File: src/rtl/mcs_pkg.sv
package mcs_pkg;

  typedef enum logic [1:0] {
    SRC_MAIN = 2'd0,
    SRC_PLL  = 2'd1,
    SRC_SUB  = 2'd2
  } src_e;

  typedef enum logic [1:0] {
    WAIT_NONE    = 2'd0,
    WAIT_FIXED   = 2'd1,
    WAIT_TAP     = 2'd2,
    WAIT_TAP_PLL = 2'd3
  } wait_kind_e;

  function automatic src_e req_src(input logic sub_sel, input logic pll_sel);
    if (sub_sel)      return SRC_SUB;
    else if (pll_sel) return SRC_PLL;
    else              return SRC_MAIN;
  endfunction

  function automatic logic [2:0] src_onehot(input src_e src);
    case (src)
      SRC_PLL: return 3'b010;
      SRC_SUB: return 3'b100;
      default: return 3'b001;
    endcase
  endfunction

endpackage

File: src/rtl/mcs_wait_len.sv
module mcs_wait_len
  import mcs_pkg::*;
#(
  parameter int unsigned TAP0_LOG = 10,
  parameter int unsigned TAP1_LOG = 13,
  parameter int unsigned TAP2_LOG = 14,
  parameter int unsigned TAP3_LOG = 15,
  parameter int unsigned PLL_LOG  = 14,
  parameter int unsigned CNT_W    = 16
) (
  input  wait_kind_e       kind_i,
  input  logic [1:0]       code_i,
  output logic [CNT_W-1:0] last_o
);

  localparam int unsigned TAP_LOG [4] = '{TAP0_LOG, TAP1_LOG, TAP2_LOG, TAP3_LOG};
  localparam logic [CNT_W-1:0] PLL_LAST = CNT_W'((1 << PLL_LOG) - 1);

  logic [CNT_W-1:0] tap_last [4];

  for (genvar g = 0; g < 4; g++) begin : g_tap
    localparam logic [CNT_W-1:0] LAST = CNT_W'((1 << TAP_LOG[g]) - 1);
    assign tap_last[g] = LAST;
  end

  logic [CNT_W-1:0] sel_tap;
  assign sel_tap = tap_last[code_i];

  always_comb begin
    case (kind_i)
      WAIT_FIXED:   last_o = PLL_LAST;
      WAIT_TAP:     last_o = sel_tap;
      WAIT_TAP_PLL: last_o = (sel_tap < PLL_LAST) ? PLL_LAST : sel_tap;
      default:      last_o = '0;
    endcase
  end

endmodule

File: src/rtl/mcs_timebase.sv
module mcs_timebase #(
  parameter int unsigned CNT_W = 16
) (
  input  logic             clk_i,
  input  logic             rst_ni,
  input  logic             clr_i,
  input  logic             run_i,
  input  logic [CNT_W-1:0] last_i,
  output logic             hit_o
);

  logic [CNT_W-1:0] cnt_q;

  assign hit_o = run_i && !clr_i && (cnt_q == last_i);

  always_ff @(posedge clk_i or negedge rst_ni) begin
    if (!rst_ni)                 cnt_q <= '0;
    else if (clr_i || !run_i)    cnt_q <= '0;
    else if (hit_o)              cnt_q <= '0;
    else                         cnt_q <= cnt_q + 1'b1;
  end

endmodule

File: src/rtl/clk_mode_ctrl.sv
module clk_mode_ctrl
  import mcs_pkg::*;
#(
  parameter int unsigned TAP0_LOG = 10,
  parameter int unsigned TAP1_LOG = 13,
  parameter int unsigned TAP2_LOG = 14,
  parameter int unsigned TAP3_LOG = 15,
  parameter int unsigned PLL_LOG  = 14
) (
  input  logic       clk_i,
  input  logic       rst_ni,
  input  logic       wr_en_i,
  input  logic       wr_sub_sel_i,
  input  logic       wr_pll_sel_i,
  input  logic [1:0] wr_wait_sel_i,
  input  logic       wake_i,
  output logic [2:0] clk_sel_o,
  output logic       sub_sel_o,
  output logic       pll_sel_o,
  output logic [1:0] wait_sel_o,
  output logic       sub_flag_o,
  output logic       pll_flag_o,
  output logic       busy_o
);

  localparam int unsigned MAX_A   = (TAP0_LOG > TAP1_LOG) ? TAP0_LOG : TAP1_LOG;
  localparam int unsigned MAX_B   = (TAP2_LOG > TAP3_LOG) ? TAP2_LOG : TAP3_LOG;
  localparam int unsigned MAX_T   = (MAX_A > MAX_B) ? MAX_A : MAX_B;
  localparam int unsigned MAX_LOG = (MAX_T > PLL_LOG) ? MAX_T : PLL_LOG;
  localparam int unsigned CNT_W   = MAX_LOG + 1;

  logic       sub_sel_q, pll_sel_q, wake_q;
  logic [1:0] wait_q;
  src_e       cur_q, tgt;
  wait_kind_e sw_kind, wk_kind, kind;
  logic       sw_pend, run, hit, wr_ok, wake_done, sw_done;
  logic [CNT_W-1:0] last;

  assign tgt     = req_src(sub_sel_q, pll_sel_q);
  assign sw_pend = (tgt != cur_q);
  assign busy_o  = sw_pend || wake_q;
  assign run     = busy_o;
  assign wr_ok   = wr_en_i && !busy_o;

  // wait kind is picked from the transition, not from the code alone
  always_comb begin
    if (cur_q == SRC_MAIN && tgt == SRC_PLL)      sw_kind = WAIT_FIXED;
    else if (cur_q == SRC_SUB && tgt == SRC_PLL)  sw_kind = WAIT_TAP_PLL;
    else if (cur_q == SRC_SUB && tgt == SRC_MAIN) sw_kind = WAIT_TAP;
    else                                          sw_kind = WAIT_NONE;
  end

  assign wk_kind = (cur_q == SRC_PLL) ? WAIT_TAP_PLL : WAIT_TAP;
  assign kind    = wake_q ? wk_kind : sw_kind;

  mcs_wait_len #(
    .TAP0_LOG(TAP0_LOG), .TAP1_LOG(TAP1_LOG), .TAP2_LOG(TAP2_LOG),
    .TAP3_LOG(TAP3_LOG), .PLL_LOG(PLL_LOG), .CNT_W(CNT_W)
  ) i_wait_len (
    .kind_i (kind),
    .code_i (wait_q),
    .last_o (last)
  );

  mcs_timebase #(.CNT_W(CNT_W)) i_timebase (
    .clk_i  (clk_i),
    .rst_ni (rst_ni),
    .clr_i  (wake_i),
    .run_i  (run),
    .last_i (last),
    .hit_o  (hit)
  );

  assign wake_done = wake_q && hit;
  assign sw_done   = !wake_q && sw_pend && hit;

  always_ff @(posedge clk_i or negedge rst_ni) begin
    if (!rst_ni) begin
      sub_sel_q <= 1'b0;
      pll_sel_q <= 1'b0;
      wait_q    <= 2'b11;
    end else if (wr_ok) begin
      sub_sel_q <= wr_sub_sel_i;
      pll_sel_q <= wr_pll_sel_i;
      wait_q    <= wr_wait_sel_i;
    end
  end

  always_ff @(posedge clk_i or negedge rst_ni) begin
    if (!rst_ni)        wake_q <= 1'b0;
    else if (wake_i)    wake_q <= 1'b1;
    else if (wake_done) wake_q <= 1'b0;
  end

  always_ff @(posedge clk_i or negedge rst_ni) begin
    if (!rst_ni)      cur_q <= SRC_MAIN;
    else if (sw_done) cur_q <= tgt;
  end

  assign clk_sel_o  = wake_q ? 3'b000 : src_onehot(cur_q);
  assign sub_sel_o  = sub_sel_q;
  assign pll_sel_o  = pll_sel_q;
  assign wait_sel_o = wait_q;
  assign sub_flag_o = (cur_q == SRC_SUB);
  assign pll_flag_o = (cur_q == SRC_PLL);

endmodule

File: config.mk
export PLATFORM = sky130hd
export DESIGN_NAME = clk_mode_ctrl
export DESIGN_NICKNAME = d
export VERILOG_FILES = /design/src/rtl/mcs_pkg.sv /design/src/rtl/mcs_wait_len.sv /design/src/rtl/mcs_timebase.sv /design/src/rtl/clk_mode_ctrl.sv
export SDC_FILE = /design/constraint.sdc
export NUM_CORES = 1
export LEC_CHECK = 0
export BUFFER_PORTS_ARGS = -buffer_cell sky130_fd_sc_hd__buf_4
export CAP_MARGIN = 20
export CORE_MARGIN = 2
export CORE_UTILIZATION = 50
export CTS_CLUSTER_DIAMETER = 60
export DETAILED_ROUTE_END_ITERATION = 8
export HOLD_SLACK_MARGIN = 0.03
export PLACE_DENSITY = 0.71
export SYNTH_ARGS = -nofsm -noshare
export SYNTH_HDL_FRONTEND = slang
export SYNTH_SLANG_ARGS = --single-unit
File: constraint.sdc
create_clock -name clk_i -period 4.12 [get_ports clk_i]
set_input_delay 0.618 -clock clk_i [delete_from_list [all_inputs] [get_ports clk_i]]
set_output_delay 0.618 -clock clk_i [all_outputs]
set_load 0.01 [all_outputs]
# Yosys cells after proc, flatten, opt, wreduce, memory -nomap -nowiden
# Cells that the tools add are included.
# totals
ff_bits,23
latchBits,0
mem_bits_rw,0
rom_bits,0
memories,0
# classes
add_sub_neg,1
mul,0
div,0
n_lt_le_gt_ge,2
n_eq_ne,8
shift,0
mux,18
bitwise_logic,1
n_reduce_logical,17
# op_table
op,n
two-way mux 16 bit,5
case mux 16 bit (3 select lines),1
binary-select mux 16 bit (select 2 bit),1
"adder 16 x 1 -> 16 bit, second input constant",1
equality test 16 bit,1
"less-than comparator 16 x 14 -> 1 bit, second input constant",1
two-way mux 2 bit,5
logical AND 1 bit,9
"equality test 2 x 1 -> 1 bit, second input constant",3
"equality test 2 bit, second input constant",3
case mux 3 bit (2 select lines),1
logical NOT 2 bit,2
two-way mux 1 bit,4
"greater-or-equal comparator 3 bit, second input constant",1
logical NOT 1 bit,3
two-way mux 3 bit,1
NOT 2 -> 3 bit,1
logical OR 1 bit,2
!= test 2 bit,1
nonzero test 2 bit,1

# Longest topological paths before layout
# logic_depth
word_depth,15
depth_mapped,9

# Hierarchy
# Synthesis repeated with hierarchy kept, for this count alone.
# unflattened
hier_cells,172
area_unflattened_um2,1662.8
# modules_own_cells
module,instances,cells_per_inst,area_each_um2,seq_area_each_um2
mcs_timebase,1,112,1103.6,400.4
clk_mode_ctrl,1,42,431.7,177.7
mcs_wait_len,1,18,127.6,0.0

# Worst setup path before layout
# OpenSTA, ideal clock, no wires.
# synth_path
path_type,reg-to-reg
from,register cur_q[0]
to,register i_timebase.cnt_q[10]
setup_ps,71
arrival_ps,2074
t_required_ps,4049
slack_ps,1974
path_stages_with_launch,10
path_buffers,1
period_less_slack_ps,2146
path_cell_list,dfrtp_1 inv_1 ha_1 nor2_1 o31ai_1 o21ai_0 xor2_1 a311o_2 buf_6 nor2_1
# synth_via
elab_chain_cells,12
elab_cells_between_ends,24
cone_classes,eq/ne (7); mux (8); reduce/logical (9)
# synth_rtl
element,line_no,text
"start, declared",clk_mode_ctrl.sv:34,"src_e cur_q, tgt;"
"start signal, assigned",clk_mode_ctrl.sv:97,else if (sw_done) cur_q <= tgt;
equality test 2 bit,"clk_mode_ctrl.sv:48, clk_mode_ctrl.sv:49",
logical AND 1 bit,clk_mode_ctrl.sv:49,else if (cur_q == SRC_SUB && tgt == SRC_MAIN) sw_kind = WAIT_TAP;
two-way mux 2 bit,clk_mode_ctrl.sv:49,
two-way mux 2 bit,clk_mode_ctrl.sv:48,else if (cur_q == SRC_SUB && tgt == SRC_PLL) sw_kind = WAIT_TAP_PLL;
two-way mux 2 bit,clk_mode_ctrl.sv:47,if (cur_q == SRC_MAIN && tgt == SRC_PLL) sw_kind = WAIT_FIXED;
two-way mux 2 bit,clk_mode_ctrl.sv:54,assign kind = wake_q ? wk_kind : sw_kind;
equality test 2 bit or equality test 2 x 1 -> 1 bit (tied branches),mcs_wait_len.sv:30,case (kind_i)
case mux 16 bit (3 select lines),mcs_wait_len.sv:30,
equality test 16 bit,mcs_timebase.sv:14,assign hit_o = run_i && !clr_i && (cnt_q == last_i);
logical AND 1 bit,mcs_timebase.sv:14,
two-way mux 16 bit,mcs_timebase.sv:19,else if (hit_o) cnt_q <= '0;
two-way mux 16 bit *,mcs_timebase.sv:18,else if (clr_i || !run_i) cnt_q <= '0;
"end signal, assigned",mcs_timebase.sv:20,else cnt_q <= cnt_q + 1'b1;
"end, declared",mcs_timebase.sv:12,logic [CNT_W-1:0] cnt_q;
# Mark *: on every way between the ends. The rest lies on a longest branch, timed or not.
# A chain may end at the register's enable or synchronous reset.

# Final worst setup path
# layout_path
from,"register pll_sel_q, in the netlist pll_sel_o"
to,output busy_o
# layout_via
elab_chain_cells,4
# layout_rtl
element,line_no,text
"start, declared",clk_mode_ctrl.sv:32,"logic sub_sel_q, pll_sel_q, wake_q;"
"start signal, assigned",clk_mode_ctrl.sv:84,pll_sel_q <= wr_pll_sel_i;
two-way mux 1 bit,mcs_pkg.sv:18,else if (pll_sel) return SRC_PLL;
two-way mux 2 bit,mcs_pkg.sv:17,if (sub_sel) return SRC_SUB;
!= test 2 bit,clk_mode_ctrl.sv:40,assign sw_pend = (tgt != cur_q);
logical OR 1 bit,clk_mode_ctrl.sv:41,assign busy_o = sw_pend || wake_q;
"end, declared",clk_mode_ctrl.sv:23,output logic busy_o
# Every way passes these cells.

==> key figures <==
Timing
  – Slew headroom: 0.681
  – RSZ-0062 raised after global routing: false
  – Slew Limit Fails: 0
  – # setup viols final: 0
  – Final hold vios: 0
  – Fin crit share: 0.586
  – Clk_skew: ~0.0016 ns
  – Worst-margin pin slew: between 0.4 and 0.5 ns
  – Final TNS setup: 0 ns
  – Fmax: 0.414 GHz
  – Fin crit period: ~2.4 ns

Clock network
  – Post-CTS Setup Bufs: 0
  – TritonCTS Buffers: 3
  – CTS Root Buffer Type: clkbuf_4
  – Clk sink count: 23
  – Clk buf depth: 2
  – CTS tree: built
  – H-tree depth: 1
  – Clock slew at reported path FFs: between 0.1 and 0.15 ns
  – # hold bufs at CTS: 0
  – Gates resized, CTS repair: 0
  – Worst skew pair latency: 0.31 ns

Hold path
  – Hold crit path type: in -> async

Pwr
  – Switching portion of total power: 0.233
  – Int Pwr: roughly 0.00027 W
  – Power Density: between 200 and 250 nW/um^2
  – Power Total: between 0.0003 and 0.0004 W
  – Clock network power share: 0.299
  – Combinational power share: 0.051
  – Peak supply drop: roughly 240 uV
  – Reg power frac: 0.650
  – Lkg Pwr: 0.711 nW
  – Switching power total: approximately 0.000083 W

Drt
  – # DRC: 0
  – Vias: 978
  – WL final: 2300 um
  – Drt wl/cell: between 10 and 15 um
  – Post-DR vias/cell: 5.43
  – Initial DRC Count: 10
  – DR pass1 iterations: 4
  – Post-DRT Antenna Nets: 0

Cells and area
  – Commonest non-fill, non-tap cell in the layout: dfrtp_1
  – Final core utilization: 0.600
  – Antenna cells: 0
  – Nets: around 170
  – Layout cells sized above 1: 0.227
  – Area growth from synthesis to layout: 13.0%
  – Final Cell Area: 1500 um^2
  – Commonest cells after routing, fill and taps aside: 21 x dfrtp_1, 20 x nor2_1, 17 x buf_4

Floorplan
  – FP Rows: 18
  – Area of the die: between 3000 and 4000 um^2
  – I/O pin count: 18
  – CORE AREA: 2500 um^2
  – Initial Utilization: 0.531
  – Chip width: approximately 56 um
  – Die Y: around 56 um

Job
  – Max_cap viols: 0

Placement
  – Final HPWL DP: around 1700 um
  – Port bufs: 17
  – Cell Area, Placed: ~1500 um^2
  – GP Congestion: 0.814

Critical path
  – Crit path buffers/inverters: 2
  – CP max stage cell: dfrtp_1
  – Levels on crit path: 5
  – Crit-path leading delay family: flip-flops
  – Critical-path cell list: xor2_1 > or3_1 > a21oi_1 > inv_1 > buf_4
  – RR Startpoint: cur_q[0]
  – WP data arrival: ~1.8 ns
  – CP endpoint kind: primary output
  – Setup slack, reg-to-reg: about 1.7 ns
  – Critical Path RT: about 3.5 ns
  – R2R cell count: 8
  – Slowest Stage Delay on Critical Path: 0.50 ns
  – CP Max Fanout: 9
  – Reg2reg end: i_timebase.cnt_q[15]
  – Setup CP Type: reg -> out
  – CP Launch Type: flop

Outcome
  – Outcome: finished, final reports clean

Synthesis
  – Post-Syn Area: between 1000 and 1500 um^2
  – Post-Syn Area per Cell: 10.1 um^2
  – Post-synth EDFFs: 0
  – Synth Register Bits: 23
  – Post-synth top area share: 0.396
  – Syn_nets: ~150
  – Synth cell types: 37
  – Post-synth ARST share: 1.00
  – Sequential element share of the synthesized area: 0.435
  – Cell taking the most area after synthesis: dfrtp_1
  – Yosys warns: 0
  – Post-Syn Instances: 131
  – Synth top area cells: dfrtp_1 40%, xor2_1 7.3%, ha_1 5.7%
  – Most used flip-flop cell after synthesis: dfrtp_1

GRT
  – Global-route wire length before repair: around 4300 um
  – Antenna violations before repair: 0
  – GRT Total Usage: 0.170
  – Gr ovfl total: 0
  – Vias in the first global route: around 950
  – Pin count of the biggest net entering global routing: 24
==> flip-flops by register name, indices dropped and copies added, names as in the netlist <==
| signal | count |
|---|---|
| cur_q | 2 |
| pll_sel_o | 1 |
| wake_q | 1 |
| i_timebase.cnt_q | 16 |
| wait_sel_o | 2 |
| sub_sel_o | 1 |
==> Yosys cell counts (2+ instances only) <==
| cell type | instances |
|---|---|
| buf_6 | 2 |
| nand4_1 | 2 |
| dfrtp_1 | 21 |
| mux2_2 | 4 |
| nand2_1 | 4 |
| nor2_1 | 20 |
| xnor2_1 | 6 |
| inv_1 | 5 |
| mux2i_1 | 2 |
| nor2b_1 | 5 |
| o31ai_1 | 2 |
| o21ai_0 | 2 |
| or4_1 | 2 |
| dfstp_2 | 2 |
| nand2b_1 | 2 |
| nand3_1 | 11 |
| nor3_1 | 2 |
| ha_1 | 6 |
| xor2_1 | 11 |
| and3_1 | 3 |
==> worst max path at each step <==
stage	start	endpoint	slack [ns]
after global routing	pll_sel_o	busy_o	1.53
after detailed placement	cur_q[0]	i_timebase.cnt_q[3]	1.78
after floorplan	cur_q[0]	i_timebase.cnt_q[10]	1.97
after global placement	cur_q[1]	i_timebase.cnt_q[12]	1.89
after CTS	pll_sel_o	busy_o	1.68
final	pll_sel_o	busy_o	1.71
==> logic make-up after synthesis <==
family | count (synthesis) | share of synthesized area
muxes | 7 | 0.0603
adders and majority gates | 6 | 0.0565
DFF | 23 | 0.435
buffers and inverters | 7 | 0.0311
xor gates and xnor gates | 17 | 0.112
AOI/OAI and AO/OA | 11 | 0.0641
and+or+nand+nor | 60 | 0.240
==> routing by layer <==
layer,up-vias,global-route usage,wire [um],part of all wire
met3,2,0.0492,78,0.034
met2,11,0.257,1050,0.46
met1,469,0.248,1160,0.50
met5,-,0,0,0
met4,0,0.0244,11,0.0048
li1,496,-,-,-
==> power groups by stage <==
stage | sequential (W) | clock (W) | combinational [W]
2_1_floorplan | 0.000235 | 0 | 0.00000845
3_3_place_gp | 0.000236 | 0 | 0.0000182
3_5_place_dp | 0.000236 | 0 | 0.0000188
4_1_cts | 0.000232 | 0.000112 | 0.0000188
5_1_grt | 0.000233 | 0.000126 | 0.0000209
6_report | 0.000232 | 0.000106 | 0.0000181
==> cell type report <==
class                           count  area, um^2
Inverter                            5        18.8
Multi-Input combinational cell    101         708
Timing Repair Buffer               17         128
Tap cell                           30        37.5
Clock inverter                      1        7.51
Clock buffer                        3        22.5
Sequential cell                    23         578
Fill cell                         212        1000
==> through the flow <==
step           setup WS [ns]  hold WS (ns)  std cells
2_1_floorplan           1.97         0.322        131
3_3_place_gp            1.89         0.524        176
3_5_place_dp            1.78         0.528        176
4_1_cts                 1.68         0.166        180
5_1_grt                 1.53         0.155        180
6_report                1.71         0.163        180
(Power assumes the default switching activity.)
